--- src/rtl/fdp_pkg.sv ---
package fdp_pkg;

  // Fault tag carried by each pipeline entry. An error outranks a breakpoint.
  typedef enum logic [1:0] {
    TAG_NONE  = 2'd0,
    TAG_ABORT = 2'd1,
    TAG_BRK   = 2'd2
  } tag_e;

  localparam int TAG_W = 2;

  // Entry layout: {valid, tag, pc}
  function automatic int ent_width(input int pc_w);
    return pc_w + TAG_W + 1;
  endfunction

endpackage

--- src/rtl/fdp_fetch_tag.sv ---
module fdp_fetch_tag
  import fdp_pkg::*;
#(
  parameter int PC_W  = 32,
  localparam int ENT_W = PC_W + TAG_W + 1
) (
  input  logic            fetch_valid,
  input  logic            fetch_err,
  input  logic            fetch_brk,
  input  logic [PC_W-1:0] fetch_pc,
  output logic [ENT_W-1:0] ent
);

  tag_e tag;

  always_comb begin
    tag = TAG_NONE;
    if (fetch_valid) begin
      if (fetch_err)      tag = TAG_ABORT;
      else if (fetch_brk) tag = TAG_BRK;
    end
    ent = {fetch_valid, tag, fetch_pc};
  end

endmodule

--- src/rtl/fdp_stage.sv ---
module fdp_stage #(
  parameter int ENT_W = 35
) (
  input  logic             clk,
  input  logic             rst,
  input  logic             hold,
  input  logic             kill,
  input  logic [ENT_W-1:0] d,
  output logic [ENT_W-1:0] q
);

  always_ff @(posedge clk) begin
    if (rst)        q <= '0;
    else if (!hold) q <= kill ? '0 : d;
  end

endmodule

--- src/rtl/fdp_exec.sv ---
module fdp_exec
  import fdp_pkg::*;
#(
  parameter int PC_W  = 32,
  localparam int ENT_W = PC_W + TAG_W + 1
) (
  input  logic             clk,
  input  logic             rst,
  input  logic             stall,
  input  logic             cond_pass,
  input  logic [ENT_W-1:0] ex_ent,
  output logic             fire,
  output logic             pabt_req,
  output logic             brk_req,
  output logic [PC_W-1:0]  fault_pc
);

  logic            ex_valid;
  tag_e            ex_tag;
  logic [PC_W-1:0] ex_pc;

  assign ex_valid = ex_ent[ENT_W-1];
  assign ex_tag   = tag_e'(ex_ent[PC_W +: TAG_W]);
  assign ex_pc    = ex_ent[PC_W-1:0];

  // The instruction executes only when it is valid, not stalled and its
  // condition passes; only then does a fault tag turn into a request.
  assign fire = !stall && ex_valid && cond_pass && (ex_tag != TAG_NONE);

  always_ff @(posedge clk) begin
    if (rst) begin
      pabt_req <= 1'b0;
      brk_req  <= 1'b0;
      fault_pc <= '0;
    end else begin
      pabt_req <= fire && (ex_tag == TAG_ABORT);
      brk_req  <= fire && (ex_tag == TAG_BRK);
      if (fire) fault_pc <= ex_pc;
    end
  end

endmodule

--- src/rtl/fault_defer_pipe.sv ---
module fault_defer_pipe
  import fdp_pkg::*;
#(
  parameter int PC_W  = 32,
  parameter int DEPTH = 3
) (
  input  logic            clk,
  input  logic            rst,
  input  logic            fetch_valid,
  input  logic            fetch_err,
  input  logic            fetch_brk,
  input  logic [PC_W-1:0] fetch_pc,
  input  logic            stall,
  input  logic            flush,
  input  logic            cond_pass,
  output logic            pabt_req,
  output logic            brk_req,
  output logic [PC_W-1:0] fault_pc
);

  localparam int ENT_W = PC_W + TAG_W + 1;
  localparam int LAST  = DEPTH - 1;

  logic [ENT_W-1:0] fetch_ent;
  logic [ENT_W-1:0] st_in [DEPTH];
  logic [ENT_W-1:0] st_q  [DEPTH];
  logic             fire;
  logic             kill;

  fdp_fetch_tag #(.PC_W(PC_W)) u_tag (
    .fetch_valid (fetch_valid),
    .fetch_err   (fetch_err),
    .fetch_brk   (fetch_brk),
    .fetch_pc    (fetch_pc),
    .ent         (fetch_ent)
  );

  // A taken branch or a firing fault discards everything younger than execute.
  assign kill = !stall && (flush || fire);

  assign st_in[0] = fetch_ent;

  for (genvar i = 0; i < DEPTH; i++) begin : g_stage
    if (i > 0) begin : g_link
      assign st_in[i] = st_q[i-1];
    end
    fdp_stage #(.ENT_W(ENT_W)) u_stage (
      .clk  (clk),
      .rst  (rst),
      .hold (stall),
      .kill (kill),
      .d    (st_in[i]),
      .q    (st_q[i])
    );
  end

  fdp_exec #(.PC_W(PC_W)) u_exec (
    .clk       (clk),
    .rst       (rst),
    .stall     (stall),
    .cond_pass (cond_pass),
    .ex_ent    (st_q[LAST]),
    .fire      (fire),
    .pabt_req  (pabt_req),
    .brk_req   (brk_req),
    .fault_pc  (fault_pc)
  );

endmodule

--- config.mk ---
export PLATFORM = sky130hd
export DESIGN_NAME = fault_defer_pipe
export DESIGN_NICKNAME = d
export VERILOG_FILES = /design/src/rtl/fdp_pkg.sv /design/src/rtl/fdp_fetch_tag.sv /design/src/rtl/fdp_stage.sv /design/src/rtl/fdp_exec.sv /design/src/rtl/fault_defer_pipe.sv
export SDC_FILE = /design/constraint.sdc
export NUM_CORES = 1
export LEC_CHECK = 0
export ABC_AREA = 1
export BUFFER_PORTS_ARGS = -buffer_cell sky130_fd_sc_hd__buf_2
export CORE_UTILIZATION = 40
export DETAILED_ROUTE_END_ITERATION = 8
export HOLD_SLACK_MARGIN = 0.06
export MAX_ROUTING_LAYER = met4
export PLACE_DENSITY = 0.6
export SLEW_MARGIN = 15
export SYNTH_ARGS = -nofsm -noshare
export SYNTH_HDL_FRONTEND = slang
export SYNTH_SLANG_ARGS = --single-unit
--- constraint.sdc ---
create_clock -name clk -period 1.4 [get_ports clk]
set_clock_uncertainty 0.2 [all_clocks]
set_input_delay 0 -clock clk [delete_from_list [all_inputs] [get_ports clk]]
set_output_delay 0 -clock clk [all_outputs]
set_load 0.005 [all_outputs]
==> reports/qor.yml, run 1 <==
antenna_violations_before_repair: 0
max_cap_violations: 0
rsz0062_at_grt: "true"
tritoncts_num_sinks: 139
area.sequential_um2: 2790
synth_top_cells_by_area: "dfxtp_1, mux2i_1, nor2_1"
power.ir.vdd_worst_mv: 0.836
detail_route.iter0.violations: 125
grt_overflow: 0
yosysSeqAreaShare: 0.563
clk-insertion-delay-late_ps: 420
post-route-drc-count: 0
cts.clk_slew.worst_paths_ps: 60
totalWireLength_um: 12100
report.final.setup_viol: 1
power_w: 0.00951
synth.ff_latch_count: 139
htree_num_levels: 4
wl_per_cell_um: 14.2
slew_viol_final: 0
fillCellCount: 970
synth.lib_cells_used.distinct: 19
path_class: "flop to flop"
final_period_minus_worst_setup_slack_ps: 1420
dp_hpwl_um: 6180
yosysWarnings: 0
rows: 40
pin_count_of_the_biggest_net_entering_global_routing: 44
multi_input_area_um2: 2040
postSynthCellCount: 502
via_count_of_the_first_global_routing_pass: 4136
cts-root-buf: "clkbuf_16"
violations: "negative hold slack, negative setup slack"
die_area_um2: 12800
crit_required_ps: 1520
slew_headroom: 0.783
final_layout_size_suffix_gt1_frac: 0.239
power.density_nw_per_um2: 1270
run_status: "finished, violations left"
synthDominantAreaCellType: "dfxtp_1"
power_frac_comb: 0.084
cp-end-kind: "flop"
fin_hold_ws_ps: -27.6
grt_pass1_wl_um: 19000
io_buffer_count: 73
place_worst_setup_slack_ps: -25.5
syn-mean-instance-area_um2: 9.84
vias_per_cell: 4.73
initial_core_util: 0.411
finalWeightedCongestion: 0.686
insertedDiodeCount: 0
arrival_ps: 1530
cts_tree: "done"
final_hold_viol_count: 19
cts-root-to-sink-buffers: 2
floorplan.die.height_um: 113
firstDrtPassIters: 4
route.antenna.remaining_nets: 0
finalNetCount: 734
total_leakage_power_nw: 3.24
share_clk_of_total_power: 0.487
final.period_utilization: 1.01
sw_frac_of_total: 0.213
sequentialPowerShare: 0.429
chipWidth_um: 113
design.core.area_um2: 12000
slew_at_the_pin_closest_to_its_max_slew_limit_ps: 325
critPathLaunchType: "flop"
synth_top_area_share: 0.563
max_fo_critical_path: 2
tritoncts.num_buffers: 17
mappedNetlistArea_um2: 4940
p_switching_w: 0.00202
hold_buffer_count_at_cts: 135
synthesized_nets: 542
worst_hold_path_type: "input port to flop"
setup_ws_ps: -19.5
grt_use_total: 0.198
via_count: 4041
intPower_w: 0.00749
syn2layout_area_growth_pct: 52.0
floorplan.io_pins: 74
clock.fmax_ghz: 0.704
registers in the layout (all words and copies together) (netlist names):
| signal | cells |
|---|---|
| g_stage.u_stage.q | 105 |
| u_exec.brk_req | 1 |
| u_exec.fault_pc | 32 |
| u_exec.pabt_req | 1 |
per-layer routing:
metal / global-route usage / part of all wire / wire (um)
met1: 0.224 / 0.44 / 5380
met2: 0.332 / 0.51 / 6180
met3: 0.0450 / 0.031 / 381
met4: 0.0965 / 0.016 / 199
met5: - / 0 / 0
Yosys cell counts:
cell and instances:
nand4_1 2, mux2i_1 100, inv_1 3, nand3_1 1, o21ai_0 24, nand2_2 1
nor2_1 168, buf_6 10, nand3_2 1, inv_2 6, a21oi_1 3, clkbuf_1 6
buf_4 3, o21ai_1 10, clkbuf_2 1, dfxtp_1 139, nand2_1 10, buf_2 12
nor4_1 2
kinds of logic (layout without fill, tap and decap cells):
| logic type | count (synthesis) | count (layout) | synth area share |
|---|---|---|---|
| and+or+nand+nor | 185 | 187 | 0.145 |
| DFF | 139 | 139 | 0.563 |
| buffers and inverters | 41 | 244 | 0.0519 |
| muxes | 100 | 100 | 0.203 |
| AOI/OAI and AO/OA | 37 | 37 | 0.0375 |
cell usage in the layout (no fill, tap or decap):
master,instances
clkbuf_16,23
buf_12,8
nor2_4,1
nor2_1,156
dfxtp_2,7
nor4_2,1
buf_6,6
o21ai_0,19
inv_2,5
nor2_2,11
a21oi_1,3
clkinv_2,8
clkinv_4,1
clkbuf_8,1
buf_4,9
nor4_1,1
nand2_8,3
nand3_4,1
inv_1,3
nand2_4,4
dlygate4sd3_1,97
buf_2,72
inv_4,1
nand3_1,1
dfxtp_1,132
o21ai_2,1
nand4_1,2
clkinvlp_4,1
dlymetal6s4s_1,5
o21ai_1,14
mux2i_1,100
bufinv_16,4
nand2_1,5
nand2_2,1
path summary, 6_finish.rpt:
path,start,end,slack (ps),cells after the start
setup / recovery,g_stage[2].u_stage.q[11],g_stage[2].u_stage.q[11],-20,3
hold / removal,stall,g_stage[0].u_stage.q[29],-30,4
setup reg to reg,g_stage[2].u_stage.q[11],g_stage[2].u_stage.q[11],-20,3
hold reg to reg,g_stage[2].u_stage.q[33],u_exec.pabt_req,230,1
worst max-delay path, stage by stage, from the launching register on:
cell	delay (ps)
dfxtp_1	310
mux2i_1	160
dlygate4sd3_1	600
nor2_2	50
what timing repair did:
action	CTS	global route
gates cloned	0	11
pin swaps	0	7
hold endpoints to repair	139	28
gates resized for setup	4	43
buffers inserted	0	1
endpoints found under the setup margin	47	129
cell type report:
cell class	instances	area share
Sequential cell	139	0.372
Multi-Input combinational cell	324	0.272
Timing Repair Buffer	203	0.245
Clock buffer	18	0.0585
Tap cell	147	0.0245
Clock inverter	14	0.0235
Inverter	9	0.00483
through the flow:
step / util / TNS, ps / cell area [um^2] / cells / hold slack (ps)
after floorplan: - / 0 / 4940 / 502 / -131
after CTS: 0.624 / 0 / 7490 / 875 / 76.2
after global placement: 0.459 / -347 / 5520 / 708 / 44.8
final: 0.625 / -19.5 / 7510 / 854 / -27.6
after detailed placement: 0.459 / -657 / 5520 / 708 / 51.9
after global routing: 0.625 / -911 / 7510 / 854 / 8.58
power by group through the flow:
| stage | sequential [W] | clock, W | combinational (W) |
|---|---|---|---|
| after floorplan | 0.00415 | 0 | 0.000349 |
| after global placement | 0.00416 | 0 | 0.000469 |
| after detailed placement | 0.00416 | 0 | 0.000478 |
| after CTS | 0.00407 | 0.00472 | 0.000738 |
| after global routing | 0.00408 | 0.00488 | 0.000868 |
| final | 0.00408 | 0.00464 | 0.000800 |
Power figures use the tool's default switching activity.
==> inputs of run 2 (changes only) <==
PLACE_DENSITY = 0.59   (was 0.6)
SYNTH_HIERARCHICAL = 1   (was unset)
==> run 2 against run 1 <==
Compared with the run above: clock-buffer cell count increased by 1; highest routed layer unchanged; critical endpoint is now g_stage[2].u_stage/q[24]; hold slack improved by 120 ps; largest cell class unchanged; non-clock buffer count decreased by 64; the run ends with negative setup slack left; largest power group unchanged.
==> reports/qor.yml, run 2 <==
syn2layout_area_growth_pct: 29.0
fin_hold_ws_ps: 89.8  # +117 ps
grt_pass1_wl_um: 18800  # -1.0%
clock.fmax_ghz: 0.617  # -12%
timing.hold.worst.start: "stall"
antenna_violations_before_repair: 0  # unchanged
synth_top_cells_by_area: "dfxtp_1, nand2_1, a21oi_1"
max_cap_violations: 0  # unchanged
register_name_with_the_most_flops: "g_stage.u_stage/q"
post-route-drc-count: 0  # unchanged
slew_at_the_pin_closest_to_its_max_slew_limit_ps: 509  # +184 ps
final.period_utilization: 1.16  # +0.144
grt_overflow: 0  # unchanged
cp-end-kind: "flop"
grt_use_total: 0.171  # -0.0273
critPathLaunchType: "flop"
max_fo_critical_path: 6  # +4
floorplan.die.height_um: 119  # +5.5%
synthDominantAreaCellType: "dfxtp_1"
mappedNetlistArea_um2: 5510  # +11%
rrSetupSlack_ps: -220  # -200 ps
yosys.cell_count.top_type: "nand2_1"
route.antenna.remaining_nets: 0  # unchanged
totalWireLength_um: 11600  # -4.4%
report.final.setup_viol: 105  # +104
insertedDiodeCount: 0  # unchanged
layout_common_cells: "nand2_1, dfxtp_1, buf_2"
setup_ws_ps: -221  # -201 ps
via_count_of_the_first_global_routing_pass: 4098  # -0.92%
synth.ff_latch_count: 139  # unchanged
most_common_library_cell_in_the_layout_ignoring_fill_and_taps: "nand2_1"
run_status: "finished, violations left"
cts_tree: "done"
post_layout_nonfiller_instances: 981  # +15%
synth.lib_cells_used.distinct: 18  # -1
power.density_nw_per_um2: 1330  # +4.7%
final_hold_viol_count: 0  # -19
wl_per_cell_um: 11.8  # -17%
pin_count_of_the_biggest_net_entering_global_routing: 78  # +77%
ys_dominant_reg_cell: "dfxtp_1"
via_count: 4489  # +11%
final_period_minus_worst_setup_slack_ps: 1620  # +201 ps
floorplan.io_pins: 74  # unchanged
path_class: "flop to flop"
io_buffer_count: 73  # unchanged
slew_viol_final: 0  # unchanged
initial_core_util: 0.412  # +0.00120
vias_per_cell: 4.58  # -3.3%
postSynthCellCount: 712  # +42%
die_area_um2: 14200  # +11%
cts-root-buf: "clkbuf_16"
crit_required_ps: 1550  # +30 ps
yosysSeqAreaShare: 0.505  # -0.0579
worst_hold_path_type: "input port to flop"
fillCellCount: 1317  # +36%
rows: 42  # +5.0%
largest_register_ffs: 105  # unchanged
cts.clk_slew.worst_paths_ps: 60  # about the same
ys_top_cells_by_count: "nand2_1, dfxtp_1, a21oi_1, nor2_1, inv_1"
chipWidth_um: 119  # +5.5%
clk-insertion-delay-late_ps: 420  # about the same
placedCellCount: 907  # +28%
final_layout_size_suffix_gt1_frac: 0.248  # +0.00941
synth_top_area_share: 0.505  # -0.0579
yosysWarnings: 6  # +6
firstDrtPassIters: 4  # unchanged
slew_headroom: 0.661  # -0.123
reg.largest.list: "g_stage.u_stage/q (105), u_exec/fault_pc (32)"
async_reset_ff_frac: 0  # unchanged
post_synth_edffs: 0  # unchanged
total_leakage_power_nw: 2.69  # -17%
cts-root-to-sink-buffers: 2  # unchanged
tritoncts.num_buffers: 17  # unchanged
arrival_ps: 1770  # +240 ps
detail_route.iter0.violations: 231  # +85%
place_worst_setup_slack_ps: -237  # -211 ps
cp-startpoint: "g_stage[2].u_stage/q[32]"
dp_hpwl_um: 7440  # +20%
power.ir.vdd_worst_mv: 0.909  # +8.7%
htree_num_levels: 4  # unchanged
violations: "negative setup slack"
finalNetCount: 832  # +13%
tritoncts_num_sinks: 139  # unchanged
finalWeightedCongestion: 0.747  # +8.9%
syn-mean-instance-area_um2: 7.73  # -21%
synthesized_nets: 752  # +39%
rsz0062_at_grt: "true"
design.core.area_um2: 13300  # +11%
rr_startpoint: "g_stage[2].u_stage/q[32]"
==> run 2: through the flow <==
| step | setup TNS (ps) | util | total power (W) | cell area (um^2) |
|---|---|---|---|---|
| floorplan | -32700 | - | 0.00456 | 5520 |
| global placement | -18630 | 0.436 | 0.00465 | 5820 |
| detailed placement | -21480 | 0.436 | 0.00466 | 5820 |
| CTS | -15200 | 0.515 | 0.00946 | 6870 |
| global route | -27230 | 0.532 | 0.00977 | 7100 |
| finish | -16830 | 0.532 | 0.00942 | 7100 |
==> run 2: kinds of logic after synthesis <==
logic type / count (synthesis) / synth area share
AOI/OAI and AO/OA: 105 / 0.0955
buffers and inverters: 114 / 0.133
DFF: 139 / 0.505
and+or+nand+nor: 354 / 0.266
==> run 2: repair_timing <==
item / CTS / global route
endpoints found under the setup margin: 105 / 137
hold buffers: 39 / 0
pin swaps: 1 / 2
gates resized for setup: 4 / 51
endpoints found under the hold margin: 139 / 0
setup buffers: 1 / 1
gates cloned: 0 / 2
==> run 2: layer usage <==
layer	vias up	track usage	part of all wire
li1	2350	-	-
met5	-	-	0
met2	85	0.261	0.45
met3	22	0.0359	0.040
met4	0	0.0844	0.020
met1	2032	0.214	0.49
==> run 2: layout make-up <==
cell class	instances	area (um^2)	area share
timing repair buffer	139	1140	0.161
multi-input combinational	459	2190	0.309
clock inverter	13	173	0.0243
sequential	139	2790	0.392
tap	176	220	0.0310
inverter	36	135	0.0190
clock buffer	19	453	0.0638
==> run 2: worst max-delay path: stages, from the launching register on <==
cell and delay, ps:
dfxtp_2 330, nor2_4 130, nor2_4 50, nor2_4 110, nor2_4 40, buf_12 150
nor2_8 170, clkbuf_16 180, nand2_1 50, a21oi_1 120
==> run 2: where the power goes <==
| group | internal (W) | switching, W |
|---|---|---|
| clock network | 0.00305 | 0.00165 |
| registers | 0.00404 | 0.0000442 |
| logic | 0.000297 | 0.000340 |
| total | 0.00738 | 0.00203 |
==> run 2: final timing paths <==
kind                               to  cells after the start
max          g_stage[2].u_stage/q[24]                      9
max reg2reg  g_stage[2].u_stage/q[24]                      9
min reg2reg  g_stage[1].u_stage/q[32]                      2
min          g_stage[1].u_stage/q[13]                      6
